==> config.mk <==
export PLATFORM = sky130hd
export DESIGN_NAME = burst_addr_gen
export DESIGN_NICKNAME = d
export VERILOG_FILES = /design/src/rtl/burst_addr_pkg.sv /design/src/rtl/burst_upper_reg.sv /design/src/rtl/burst_beat_ctr.sv /design/src/rtl/burst_order_map.sv /design/src/rtl/burst_addr_gen.sv
export SDC_FILE = /design/constraint.sdc
export NUM_CORES = 1
export LEC_CHECK = 0
export ABC_AREA = 0
export BUFFER_PORTS_ARGS = -buffer_cell sky130_fd_sc_hd__buf_4
export CAP_MARGIN = 20
export CORE_MARGIN = 4
export CORE_UTILIZATION = 49
export CTS_BUF_LIST = sky130_fd_sc_hd__clkbuf_2 sky130_fd_sc_hd__clkbuf_4 sky130_fd_sc_hd__clkbuf_8
export DETAILED_ROUTE_END_ITERATION = 10
export PLACE_DENSITY = 0.91
export SYNTH_ARGS = -nofsm -noshare
export SYNTH_HDL_FRONTEND = slang
export SYNTH_SLANG_ARGS = --single-unit
==> constraint.sdc <==
create_clock -name clk -period 1.8 [get_ports clk]
set_input_delay 0.45 -clock clk [delete_from_list [all_inputs] [get_ports clk]]
set_output_delay 0.45 -clock clk [all_outputs]
set_load 0.01 [all_outputs]
==> src/rtl/burst_addr_pkg.sv <==
// Package: shared widths and the beat-to-address mapping helper for the
// burst address counter. Assumes the burst length is a power of two.
package burst_addr_pkg;

    // Encoding of the ordering strap.
    typedef enum logic {
        ORD_LINEAR = 1'b0,
        ORD_XOR    = 1'b1
    } order_e;

    // Returns the low address bits for a given start value and beat count.
    function automatic logic [1:0] map_beat2(input logic [1:0] start,
                                             input logic [1:0] beat,
                                             input order_e     ord);
        logic [1:0] res;
        if (ord == ORD_XOR) res = start ^ beat;
        else                res = start + beat;
        return res;
    endfunction

endpackage

==> src/rtl/burst_upper_reg.sv <==
// Upper address holder: captures the high part of the external address on
// a load cycle and keeps it constant for the whole burst.
// Assumes the load qualifier is already decoded from the strobes.
module burst_upper_reg #(
    parameter int UW = 14
) (
    input  logic          clk,
    input  logic          rst_n,
    input  logic          load,
    input  logic [UW-1:0] upper_in,
    output logic [UW-1:0] upper_q
);

    // Capture or hold the high address bits.
    always_ff @(posedge clk) begin
        if (!rst_n)    upper_q <= '0;
        else if (load) upper_q <= upper_in;
    end

endmodule

==> src/rtl/burst_beat_ctr.sv <==
// Beat state: stores the burst start value and a beat counter that
// restarts on load and steps modulo 2**LW on advance. Load wins over
// advance. Assumes load and adv are never requested by a reset cycle.
module burst_beat_ctr #(
    parameter int LW = 2
) (
    input  logic          clk,
    input  logic          rst_n,
    input  logic          load,
    input  logic          adv,
    input  logic [LW-1:0] start_in,
    output logic [LW-1:0] start_q,
    output logic [LW-1:0] beat_q
);

    localparam logic [LW-1:0] BEAT_ONE = LW'(1);

    // Start value register: captured only on load.
    always_ff @(posedge clk) begin
        if (!rst_n)    start_q <= '0;
        else if (load) start_q <= start_in;
    end

    // Beat counter: cleared on load, incremented on advance, wraps freely.
    always_ff @(posedge clk) begin
        if (!rst_n)      beat_q <= '0;
        else if (load)   beat_q <= '0;
        else if (adv)    beat_q <= beat_q + BEAT_ONE;
    end

endmodule

==> src/rtl/burst_order_map.sv <==
// Order mapper: turns start value and beat count into the low address
// bits. Linear order adds, interleaved order XORs. Purely combinational,
// so the strap reaches the output without a register.
module burst_order_map #(
    parameter int LW = 2
) (
    input  logic          ord_xor,
    input  logic [LW-1:0] start_q,
    input  logic [LW-1:0] beat_q,
    output logic [LW-1:0] low_addr
);

    import burst_addr_pkg::*;

    generate
        if (LW == 2) begin : g_pkg_map
            // Two-bit case uses the shared package helper.
            always_comb begin
                low_addr = map_beat2(start_q, beat_q,
                                     ord_xor ? ORD_XOR : ORD_LINEAR);
            end
        end else begin : g_gen_map
            logic [LW-1:0] lin_sum;
            logic [LW-1:0] xor_mix;
            // Generic widths: compute both orders and select by strap.
            always_comb begin
                lin_sum  = start_q + beat_q;
                xor_mix  = start_q ^ beat_q;
                low_addr = ord_xor ? xor_mix : lin_sum;
            end
        end
    endgenerate

endmodule

==> src/rtl/burst_addr_gen.sv <==
// Top: burst address generator. Decodes the two active-low strobes and
// the active-low advance input, holds the upper address, sequences the
// low bits and concatenates them into the array word address.
// Assumes order_sel is a static strap; it is not registered here.
module burst_addr_gen #(
    parameter int ADDR_W = 16,
    parameter int LOW_W  = 2
) (
    input  logic              clk,
    input  logic              rst_n,
    input  logic              load_a_n,
    input  logic              load_b_n,
    input  logic              step_n,
    input  logic              order_sel,
    input  logic [ADDR_W-1:0] addr_in,
    output logic [ADDR_W-1:0] word_addr
);

    localparam int UP_W = ADDR_W - LOW_W;

    logic             load_req;
    logic             adv_req;
    logic [UP_W-1:0]  upper_q;
    logic [LOW_W-1:0] start_q;
    logic [LOW_W-1:0] beat_q;
    logic [LOW_W-1:0] low_addr;

    // Strobe and advance decode: any strobe loads, advance only when idle.
    always_comb begin
        load_req = !load_a_n || !load_b_n;
        adv_req  = !load_req && !step_n;
    end

    burst_upper_reg #(.UW(UP_W)) u_upper (
        .clk      (clk),
        .rst_n    (rst_n),
        .load     (load_req),
        .upper_in (addr_in[ADDR_W-1:LOW_W]),
        .upper_q  (upper_q)
    );

    burst_beat_ctr #(.LW(LOW_W)) u_beat (
        .clk      (clk),
        .rst_n    (rst_n),
        .load     (load_req),
        .adv      (adv_req),
        .start_in (addr_in[LOW_W-1:0]),
        .start_q  (start_q),
        .beat_q   (beat_q)
    );

    burst_order_map #(.LW(LOW_W)) u_map (
        .ord_xor  (order_sel),
        .start_q  (start_q),
        .beat_q   (beat_q),
        .low_addr (low_addr)
    );

    // Output assembly: fixed upper part joined with sequenced low bits.
    always_comb begin
        word_addr = {upper_q, low_addr};
    end

endmodule

### Yosys cells after proc, flatten, opt, wreduce, memory -nomap -nowiden

Index checks and enable logic that the tools add are counted.

* input bits: 22
* register bits: 18
* word-level logic and storage cells: 16
* output and inout port bits: 16

* $add $sub $neg: 2
* reduce and logical (&&, ||, !) cells: 7
* muxes and demuxes: 2
* bitwise operators: 2

Operators by type and width (count)
* logical NOT 1 bit: 4
* adder 2 x 1 -> 2 bit (second input constant): 1
* adder 2 bit: 1
* two-way mux 2 bit: 1
* OR reduction 2 bit: 1
* XOR 2 bit: 1
* logical AND 1 bit: 1
* logical OR 1 bit: 1
* two-way mux 1 bit: 1
* NOT 1 bit: 1

### Logic depth before layout (Yosys ltp)

Gate-level depths: netlist (run 1).

* word-level depth: 4
* gate-level depth with buffers: 5
* depth with buffers taken out: 3

### By module

A second synthesis (run 1) with hierarchy kept.

* cell total of the unflattened synthesis: 65
* area total of the unflattened synthesis: 752.0 um^2

Modules (own cells, without submodules)
* burst_upper_reg: sequential area each 280.3 um^2, cells an instance 45, area an instance 543.0 um^2, times used 1
* burst_beat_ctr: sequential area each 80.1 um^2, cells an instance 14, area an instance 160.2 um^2, times used 1
* burst_order_map: sequential area each 0.0 um^2, cells an instance 4, area an instance 36.3 um^2, times used 1
* burst_addr_gen: sequential area each 0.0 um^2, cells an instance 2, area an instance 12.5 um^2, times used 1

### Worst setup path after synthesis (run 1)

No wires, ideal clock.

* kind: flip-flop to output port
* from: register u_beat.start_q[0]
* to: output port word_addr[1]
* data required time: 1350 ps
* arrival: 822 ps
* path buffers: 0
* cell stages (with the launch flop): 4
* path slack: 528 ps
* cell sequence: dfxtp_1 > ha_1 > nor2b_1 > xnor2_1

* longest elaborated chain between the ends: 2

RTL lines
* start, declared: line burst_beat_ctr.sv:12 `output logic [LW-1:0] start_q,`
* start signal, assigned: line burst_beat_ctr.sv:21 `else if (load) start_q <= start_in;`
* adder 2 bit: line burst_addr_pkg.sv:17 `else res = start + beat;`
* two-way mux 2 bit: line burst_addr_pkg.sv:16 `if (ord == ORD_XOR) res = start ^ beat;`
* end, declared: line burst_addr_gen.sv:16 `output logic [ADDR_W-1:0] word_addr`

No other way between the ends.

### Final worst setup path (run 1)

* from: register u_beat.beat_q[0]
* to: output port word_addr[1]

* longest elaborated chain between the ends: 2

RTL lines
* start, declared: line burst_beat_ctr.sv:13 `output logic [LW-1:0] beat_q`
* start signal, assigned: line burst_beat_ctr.sv:28 `else if (adv) beat_q <= beat_q + BEAT_ONE;`
* adder 2 bit: line burst_addr_pkg.sv:17
* two-way mux 2 bit: line burst_addr_pkg.sv:16

No other way between the ends.

==> results.py, run 1 <==
metrics = {
    "outcome": {
        "outcome": "finished clean",
    },
    "final_layout": {
        "fin_cells": 135,
        "drive_above_1_share_pct": 43.33,
        "multi_input_area_sq_um": 357.8,
        "synthToLayoutAreaGrowth_pct": 40.07,
        "register_area_sq_um": 360.3,
        "fin_util_pct": 76.56,
        "fillers": 106,
        "nets": 144,
        "n_antenna_cell": 0,
    },
    "synthesis": {
        "synthAdderAreaFrac_pct": 1.656,
        "synth.avg_cell_area_sq_um": 9.216,
        "synth_mux_area_share_pct": 0,
        "synth_compound_area_share_pct": 20.86,
        "synth-xor-area-share_pct": 3.477,
        "synth_area_leader_cell": "dfxtp_1",
        "synth_simple_gate_area_share_pct": 21.36,
        "ys.flop_type": "dfxtp_1",
        "yosys-top-cells-area": "dfxtp_1 (48%), nand2_1 (17%), a21boi_2 (15%), a21boi_0 (6.0%), xnor2_1 (3.5%)",
        "synth_top_cells_by_count": "nand2_1 (34), dfxtp_1 (18), a21boi_2 (10), a21boi_0 (6)",
        "async_flop_share_pct": 0,
        "yosysWarningCount": 0,
        "synth_top_family_by_area": "simple AND/OR/NAND/NOR gates",
        "ys_seq_area_share_pct": 47.68,
        "synth.most_common_cell": "nand2_1",
        "synth_top_cell_area_share_pct": 47.68,
        "ys_ff_latch": 18,
        "synth_area_sq_um": 755.7,
        "synth_edf_count": 0,
        "synth_cell_types": 14,
        "syn_inst": 82,
        "syn-num-nets": 105,
    },
    "die": {
        "io_pins": 38,
        "row_count": 13,
        "start_util_pct": 54.66,
        "core_sq_um": 1383,
        "die_w_microns": 47.27,
        "dieArea_sq_um": 2234,
        "die_h_microns": 47.27,
    },
    "timing": {
        "finClkSkew_ps": 0.2775,
        "setup_viol": 0,
        "finalSetupTns_ps": 0,
        "min_period_over_period_pct": 92.70,
        "grt_setup_unrepaired": "no",
        "hold_viol_final": 0,
        "fmax_mhz": 599.3,
        "max_slew.worst_pin.slew_ps": 517.6,
        "finalWorstPathRequiredPeriod_ps": 1669,
        "max_slew_margin_pct": 65.41,
        "drv_slew": 0,
        "layout_setup_ws_ps": 131.5,
    },
    "clock_network": {
        "cts_tree": "done",
        "cts_made_buffers": 3,
        "cts-root-buf": "clkbuf_4",
        "postCtsSetupRepairBufs": 0,
        "clk_pin_slew_ps": 100,
        "clockBufferDepth": 2,
        "clock-sinks": 18,
        "htreeDepth": 1,
        "insertion_delay_ps": 290,
        "cts-resized-gates": 0,
        "ctsHoldBuffers": 0,
    },
    "setup_path": {
        "reg2reg_from": "u_beat.beat_q[0]",
        "r2r-end": "u_beat.beat_q[1]",
        "arrival_ps": 1220,
        "crit_fanout": 3,
        "reg2regPathDepth": 3,
        "worstSetupStartpointType": "flip-flop",
        "r2r_setup_slack_ps": 930,
        "end_kind": "primary output",
        "path_class": "reg -> out",
        "crit_required_ps": 1350,
    },
    "placed_design": {
        "dpl.hpwl_mm": 1.242,
        "portBuffers": 37,
        "post-place-cells": 131,
        "place_congestion": 0.6813,
        "preCtsSetupSlack_ps": 392.0,
    },
    "route": {
        "drc": 0,
        "route.antenna.remaining_nets": 0,
        "first_pass_iters": 4,
        "drtIter0Drc": 4,
        "vias": 653,
        "vias_per_cell": 4.837,
        "wl_mm": 1.608,
        "wire_per_inst_microns": 11.91,
    },
    "grt": {
        "antenna_found_initial": 0,
        "grt.overflow.total": 0,
        "grt_pass1_vias": 622,
        "grt_max_degree": 18,
        "grtUsageTotal_pct": 15.90,
        "grt_pass1_wl_mm": 2.518,
    },
    "min_path": {
        "hold_class": "in -> reg",
        "min_to": "u_upper.upper_q[5]",
        "min_path_cells": 3,
        "hold_start": "addr_in[7]",
    },
    "power": {
        "peakVddDrop_uv": 699.6,
        "power.density_nw_per_um2": 774.5,
        "p_leak_nw": 0.4922,
    },
    "job": {
        "maxCapViolations": 0,
    },
}
## where the power goes
part | total [mW] | switching, mW | internal, mW
Clock | 0.246 | 0.122 | 0.123
Sequential | 0.433 | 0.0116 | 0.421
Combinational | 0.142 | 0.0591 | 0.0824
## cell usage in the layout (no fill, tap or decap)
cell / Yosys / final
ha_1: 1 / 1
a21boi_2: 10 / 10
a21boi_0: 6 / 6
clkbuf_8: 0 / 1
xnor2_1: 3 / 3
dfxtp_1: 18 / 18
nor2b_1: 3 / 3
nor3_1: 1 / 1
and2_1: 1 / 1
buf_4: 1 / 38
nand2_1: 34 / 34
clkbuf_4: 0 / 3
nor2_1: 1 / 1
## registers in the layout (all words and copies together), names as in the netlist
signal,flops
u_beat.start_q,2
u_beat.beat_q,2
u_upper.upper_q,14
## through the flow
stage,area [sq um],hold WS (ps),power (mW)
detailed placement,1022,450.2,0.5858
global placement,1022,445.9,0.5810
floorplan,755.7,444.6,0.5112
finish,1059,409.9,0.8198
global route,1059,406.4,0.8626
CTS,1059,405.7,0.8292
## layout make-up
class                   instances  share of cell area (%)
clock buffers                   4                   3.428
multi-input cells              60                   33.81
flip-flops and latches         18                   34.04
well taps                      15                   1.773
repair buffers                 38                   26.95
## logic make-up after synthesis
| logic type | count (synthesis) |
|---|---|
| DFF | 18 |
| buffers and inverters | 4 |
| xor gates and xnor gates | 3 |
| AOI/OAI and AO/OA | 16 |
| and+or+nand+nor | 40 |
| adders and majority gates | 1 |
## layer usage
layer	track usage [%]	vias up	wire [microns]
li1	-	338	-
met1	16.63	296	614
met2	29.68	17	890
met3	2.682	2	87
met4	8.287	0	16
met5	0	-	0
## worst max-delay path: stages (launching register included)
cell	delay, ps
dfxtp_1	360
ha_1	150
nor2b_1	150
xnor2_1	130
buf_4	140
## how the worst max path moves through the flow
stage	start	to	depth (start not counted)
after CTS	u_beat.beat_q[0]	word_addr[1]	4
after global placement	order_sel	word_addr[1]	4
after global routing	u_beat.beat_q[0]	word_addr[1]	4
final	u_beat.beat_q[0]	word_addr[1]	4
after detailed placement	order_sel	word_addr[1]	4
after floorplan	u_beat.start_q[0]	word_addr[1]	3
No activity file was read; power rests on OpenSTA's default activity.
==> run 2, diff against run 1 <==
--- a/config.mk
+++ b/config.mk
@@ -9,10 +9,11 @@
 export BUFFER_PORTS_ARGS = -buffer_cell sky130_fd_sc_hd__buf_4
 export CAP_MARGIN = 20
 export CORE_MARGIN = 4
-export CORE_UTILIZATION = 49
+export CORE_UTILIZATION = 41
 export CTS_BUF_LIST = sky130_fd_sc_hd__clkbuf_2 sky130_fd_sc_hd__clkbuf_4 sky130_fd_sc_hd__clkbuf_8
 export DETAILED_ROUTE_END_ITERATION = 10
-export PLACE_DENSITY = 0.91
+export PLACE_DENSITY = 0.82
+export RECOVER_POWER = 25
 export SYNTH_ARGS = -nofsm -noshare
 export SYNTH_HDL_FRONTEND = slang
 export SYNTH_SLANG_ARGS = --single-unit
==> constraint.sdc (replaced) <==
create_clock -name clk -period 1.4 [get_ports clk]
set_input_delay 0.35 -clock clk [delete_from_list [all_inputs] [get_ports clk]]
set_output_delay 0.35 -clock clk [all_outputs]
set_load 0.01 [all_outputs]
==> run 2 against run 1 <==
Net effect:
- the flow now finishes with violations (negative setup slack)
- clock skew about the same
- flip-flop and latch count unchanged
- critical endpoint unchanged
- largest power group unchanged
- via count increased by 1.4%
- cell count increased by 9.6%
- sequential power rose by 28%
- total power rose by 20%
- hold slack worse by 87 ps
==> results.py, run 2 (synthesized netlist as in run 1, its figures left out) <==
metrics = {
    "timing": {
        "min_period_over_period_pct": 108.4,
        "finalSetupTns_ps": -117.3,
        "finClkSkew_ps": 0.1553,
        "drv_slew": 0,
        "layout_setup_ws_ps": -117.3,
        "max_slew.worst_pin.slew_ps": 414.3,
        "grt_setup_unrepaired": "yes",
        "fmax_mhz": 659.1,
        "setup_viol": 1,
        "finalWorstPathRequiredPeriod_ps": 1517,
        "hold-worst-slack_ps": 323.0,
        "max_slew_margin_pct": 72.36,
        "hold_viol_final": 0,
    },
    "final_layout": {
        "largest_register_ff_count": 14,
        "mostFrequentLayoutCell": "buf_4",
        "fillers": 161,
        "n_antenna_cell": 0,
        "nets": 148,
        "drive_above_1_share_pct": 45.53,
        "reg.largest.list": "u_upper.upper_q x14, u_beat.beat_q x2, u_beat.start_q x2",
        "largest_register": "u_upper.upper_q",
        "synthToLayoutAreaGrowth_pct": 44.04,
        "final_cell_mix": "buf_4 (39), nand2_1 (34), dfxtp_1 (16), a21boi_2 (9), a21boi_0 (7)",
    },
    "outcome": {
        "outcome": "finished, violations left",
        "violations": "negative setup slack",
    },
    "die": {
        "row_count": 15,
        "core_sq_um": 1745,
        "io_pins": 38,
        "die_w_microns": 50.93,
        "dieArea_sq_um": 2594,
        "die_h_microns": 50.93,
        "start_util_pct": 43.30,
    },
    "placed_design": {
        "portBuffers": 37,
        "place_congestion": 0.6888,
        "preCtsSetupSlack_ps": 164.5,
        "dpl.hpwl_mm": 1.328,
    },
    "power": {
        "power.density_nw_per_um2": 900.4,
        "power_frac_clock_pct": 24.0,
        "peakVddDrop_uv": 579.4,
        "p_int_uw": 750.8,
        "p_leak_nw": 0.4930,
        "switchingPower_uw": 229.3,
        "pwr-share-comb_pct": 19.2,
        "switching_share_pct": 23.40,
        "seqPwrFrac_pct": 56.8,
    },
    "grt": {
        "grt_max_degree": 18,
        "grt_pass1_wl_mm": 2.773,
        "grtUsageTotal_pct": 13.98,
        "antenna_found_initial": 0,
        "grt_pass1_vias": 686,
        "grt.overflow.total": 0,
    },
    "route": {
        "drc": 0,
        "wl_mm": 1.620,
        "vias": 662,
        "first_pass_iters": 2,
        "vias_per_cell": 4.473,
        "route.antenna.remaining_nets": 0,
        "wire_per_inst_microns": 10.95,
        "drtIter0Drc": 5,
    },
    "clock_network": {
        "htreeDepth": 1,
        "clockBufferDepth": 2,
        "insertion_delay_ps": 280,
        "cts_tree": "done",
        "cts-root-buf": "clkbuf_4",
        "clock-sinks": 18,
        "clk_pin_slew_ps": 90,
        "ctsHoldBuffers": 0,
        "cts_made_buffers": 3,
    },
    "setup_path": {
        "arrival_ps": 1170,
        "end_kind": "primary output",
        "slowest_delay_ps": 330,
        "crit_fanout": 2,
        "crit_required_ps": 1050,
        "critPathSlowestCell": "dfxtp_2",
        "path_class": "reg -> out",
        "worstSetupStartpointType": "flip-flop",
        "crit_chain": "ha_2, nor2b_4, xnor2_1, buf_4",
    },
    "job": {
        "maxCapViolations": 0,
    },
    "min_path": {
        "hold_class": "in -> reg",
    },
}
[run 2: stage by stage]
| step | util, % | total power [mW] | std cells | area [sq um] |
|---|---|---|---|---|
| finish | 62.37 | 0.9801 | 148 | 1089 |
| global placement | 60.57 | 0.7560 | 144 | 1057 |
| CTS | 63.01 | 1.001 | 148 | 1100 |
| floorplan | - | 0.6573 | 82 | 755.7 |
| global route | 62.37 | 1.039 | 148 | 1089 |
| detailed placement | 60.57 | 0.7615 | 144 | 1057 |
[run 2: timing repair]
action / 4_1_cts / 5_1_grt
resized for setup: 5 / 0
pin swaps: 2 / 1
endpoints found under the hold margin: 0 / 0
buffers inserted: 1 / 0
endpoints found under the setup margin: 1 / 1
[run 2: final cells by class]
| cell class | instances | area, sq um | share of cell area (%) |
|---|---|---|---|
| timing repair buffer | 42 | 307.8 | 28.28 |
| clock buffer | 3 | 22.52 | 2.069 |
| sequential | 18 | 362.8 | 33.33 |
| multi-input combinational | 60 | 364.1 | 33.45 |
| tap | 25 | 31.28 | 2.874 |
[run 2: power by group through the flow]
stage | Clock, mW | Combinational, mW | Sequential (mW)
floorplan | 0 | 0.0783 | 0.579
global placement | 0 | 0.189 | 0.567
detailed placement | 0 | 0.193 | 0.569
CTS | 0.248 | 0.196 | 0.557
global route | 0.269 | 0.208 | 0.561
finish | 0.235 | 0.188 | 0.556
[run 2: routing by layer]
metal  share of wire, %  routed length [microns]  GRT usage [%]  up-vias
li1                   -                        -              -      343
met1                 39                      630          14.18      306
met2                 58                      932          27.47       11
met3                2.2                       35          1.749        2
met4                1.4                       22          6.726        0
met5                  0                        0              0        -
[run 2: worst paths after layout]
check | startpoint | end | slack (ps) | depth (start not counted)
worst max register to register | u_beat.beat_q[0] | u_beat.beat_q[1] | 450 | 4
worst min register to register | u_beat.start_q[0] | u_beat.start_q[0] | 470 | 2
worst max-delay path | u_beat.beat_q[0] | word_addr[1] | -120 | 4
worst min-delay path | addr_in[7] | u_upper.upper_q[5] | 320 | 3
[run 2: worst max-delay path: cells and delay by family, from the launching register on]
| kind | cells | cell delay, ps |
|---|---|---|
| XOR/XNOR | 1 | 140 |
| adder cells (fa/ha/maj) | 1 | 170 |
| buffers and inverters | 1 | 140 |
| flip-flops | 1 | 330 |
| AND/OR/NAND/NOR | 1 | 120 |
==> run 3, diff against run 2 <==
--- a/config.mk
+++ b/config.mk
@@ -6,13 +6,13 @@
 export NUM_CORES = 1
 export LEC_CHECK = 0
 export ABC_AREA = 0
-export BUFFER_PORTS_ARGS = -buffer_cell sky130_fd_sc_hd__buf_4
 export CAP_MARGIN = 20
 export CORE_MARGIN = 4
-export CORE_UTILIZATION = 41
-export CTS_BUF_LIST = sky130_fd_sc_hd__clkbuf_2 sky130_fd_sc_hd__clkbuf_4 sky130_fd_sc_hd__clkbuf_8
+export CORE_UTILIZATION = 55
+export CTS_BUF_LIST = sky130_fd_sc_hd__clkbuf_2
 export DETAILED_ROUTE_END_ITERATION = 10
-export PLACE_DENSITY = 0.82
+export DONT_BUFFER_PORTS = 1
+export PLACE_DENSITY = 0.79
 export RECOVER_POWER = 25
 export SYNTH_ARGS = -nofsm -noshare
 export SYNTH_HDL_FRONTEND = slang
==> run 3 against run 2 <==
Net effect:
- fmax rose by 4.8%
- first-iteration DRC count is the same
- design area down 28%
- critical endpoint unchanged
- hold slack got worse by 140 ps
- sequential share of layout area grew 13 points
- the flow still finishes with violations (negative setup slack)
- cell count is 34% lower
==> results.py, run 3 (synthesized netlist as in run 1, its figures left out) <==
metrics = {
    "placed_design": {
        "portBuffers": 0,
        "place_congestion": 0.6638,
        "dpl.hpwl_mm": 1.043,
        "post-place-cells": 94,
    },
    "route": {
        "route.antenna.remaining_nets": 0,
        "vias": 530,
        "wl_mm": 1.397,
        "drc": 0,
        "first_pass_iters": 3,
        "drtIter0Drc": 5,
        "wire_per_inst_microns": 14.26,
        "vias_per_cell": 5.408,
    },
    "outcome": {
        "violations": "negative setup slack",
        "outcome": "finished, violations left",
    },
    "final_layout": {
        "drive_above_1_share_pct": 21.69,
        "reg.largest.list": "u_upper.upper_q x14, u_beat.beat_q x2, u_beat.start_q x2",
        "nets": 108,
        "n_antenna_cell": 0,
        "fillers": 124,
        "final_cell_mix": "nand2_1 (34), dfxtp_1 (16), a21boi_2 (8), a21boi_0 (8), clkbuf_2 (3)",
        "largest_register_ff_count": 14,
        "multi_input_area_sq_um": 367.9,
        "synthToLayoutAreaGrowth_pct": 3.146,
        "largest_register": "u_upper.upper_q",
        "register_area_sq_um": 362.8,
        "mostFrequentLayoutCell": "nand2_1",
        "fin_cells": 98,
    },
    "clock_network": {
        "clock-sinks": 18,
        "clockBufferDepth": 2,
        "htreeDepth": 1,
        "insertion_delay_ps": 270,
        "cts-root-buf": "clkbuf_2",
        "cts_made_buffers": 3,
        "cts_tree": "done",
        "clk_pin_slew_ps": 160,
    },
    "grt": {
        "grt_pass1_wl_mm": 2.166,
        "grt_pass1_vias": 508,
        "grt.overflow.total": 0,
        "grt_max_degree": 18,
        "antenna_found_initial": 0,
        "grtUsageTotal_pct": 14.61,
    },
    "setup_path": {
        "arrival_ps": 1100,
        "crit_chain": "ha_2, nor2b_4, xnor2_2",
        "path_class": "reg -> out",
        "crit_required_ps": 1050,
        "crit_fanout": 2,
        "critPathSlowestCell": "dfxtp_2",
        "slowest_delay_ps": 350,
        "end_kind": "primary output",
        "r2r_setup_slack_ps": 470,
        "worstSetupStartpointType": "flip-flop",
    },
    "timing": {
        "grt_setup_unrepaired": "yes",
        "max_slew.worst_pin.slew_ps": 488.2,
        "finalSetupTns_ps": -47.25,
        "hold_viol_final": 0,
        "finClkSkew_ps": 0.07949,
        "fmax_mhz": 691.0,
        "setup_viol": 1,
        "layout_setup_ws_ps": -47.25,
        "min_period_over_period_pct": 103.4,
        "max_slew_margin_pct": 67.37,
        "finalWorstPathRequiredPeriod_ps": 1447,
        "drv_slew": 0,
    },
    "die": {
        "die_w_microns": 45.07,
        "dieArea_sq_um": 2031,
        "die_h_microns": 45.07,
        "io_pins": 38,
        "row_count": 13,
        "start_util_pct": 58.08,
        "core_sq_um": 1301,
    },
    "power": {
        "pwr-share-comb_pct": 9.2,
        "switching_share_pct": 24.78,
        "p_int_uw": 639.7,
        "seqPwrFrac_pct": 67.4,
        "power_frac_clock_pct": 23.4,
        "switchingPower_uw": 210.7,
        "total_power_uw": 850.4,
        "peakVddDrop_uv": 561.1,
        "power.density_nw_per_um2": 1091,
        "p_leak_nw": 0.3076,
    },
    "job": {
        "maxCapViolations": 0,
    },
    "min_path": {
        "hold_class": "in -> reg",
    },
}
## run 3: cell types whose count changed in the layout (fill, tap and decap cells not counted), sizes merged
cell    previous run  this run
clkbuf             6         3
buf               39         2
## run 3: stage by stage
stage               setup slack, ps  hold slack, ps  area [sq um]  utilization, %
floorplan                     228.0           444.6         755.7               -
global placement              205.2           454.8         744.5           57.21
detailed placement            168.2           470.2         744.5           57.21
CTS                          -83.52           174.5         787.0           60.48
global route                 -131.6           167.0         779.5           59.90
finish                       -47.25           184.1         779.5           59.90
## run 3: area by class of cell
class | instances | share of cell area, %
multi-input cells | 60 | 47.19
clock buffers | 3 | 1.926
well taps | 15 | 2.408
repair buffers | 2 | 1.926
flip-flops and latches | 18 | 46.55
## run 3: layer usage
layer  routed length (microns)  share of wire, %  up-vias  GRT usage (%)
met1                       501                36      242          14.99
met2                       770                55       19          25.99
li1                          -                 -      265              -
met4                        19               1.4        0          8.772
met3                       105               7.5        4          3.984
met5                         0                 0        -              0
## run 3: power by group through the flow
| stage | clock network (mW) | logic, mW | registers [mW] |
|---|---|---|---|
| 5_1_grt | 0.228 | 0.0896 | 0.576 |
| 6_report | 0.199 | 0.0784 | 0.573 |
| 2_1_floorplan | 0 | 0.0783 | 0.579 |
| 3_5_place_dp | 0 | 0.0785 | 0.585 |
| 3_3_place_gp | 0 | 0.0757 | 0.583 |
| 4_1_cts | 0.211 | 0.0827 | 0.574 |
## run 3: path summary, 6_finish.rpt
check | to | cells after the start | startpoint
worst max-delay path | word_addr[1] | 3 | u_beat.beat_q[0]
worst min-delay path | u_upper.upper_q[0] | 2 | addr_in[2]
worst max register to register | u_beat.beat_q[1] | 4 | u_beat.beat_q[0]
worst min register to register | u_beat.start_q[1] | 2 | u_beat.start_q[1]
## run 3: what timing repair did
item,in CTS,in global routing
gates resized for setup,6,0
buffers inserted,1,0
hold buffers,0,0
endpoints found under the hold margin,0,0
pin swaps,2,1
setup endpoints to repair,1,1
## run 3: worst max-delay path, delay by kind of cell, from the launching register on
kind                       cells  cell delay [ps]
and+or+nand+nor                1              130
adders and majority gates      1              180
DFF                            1              350
xor gates and xnor gates       1              170
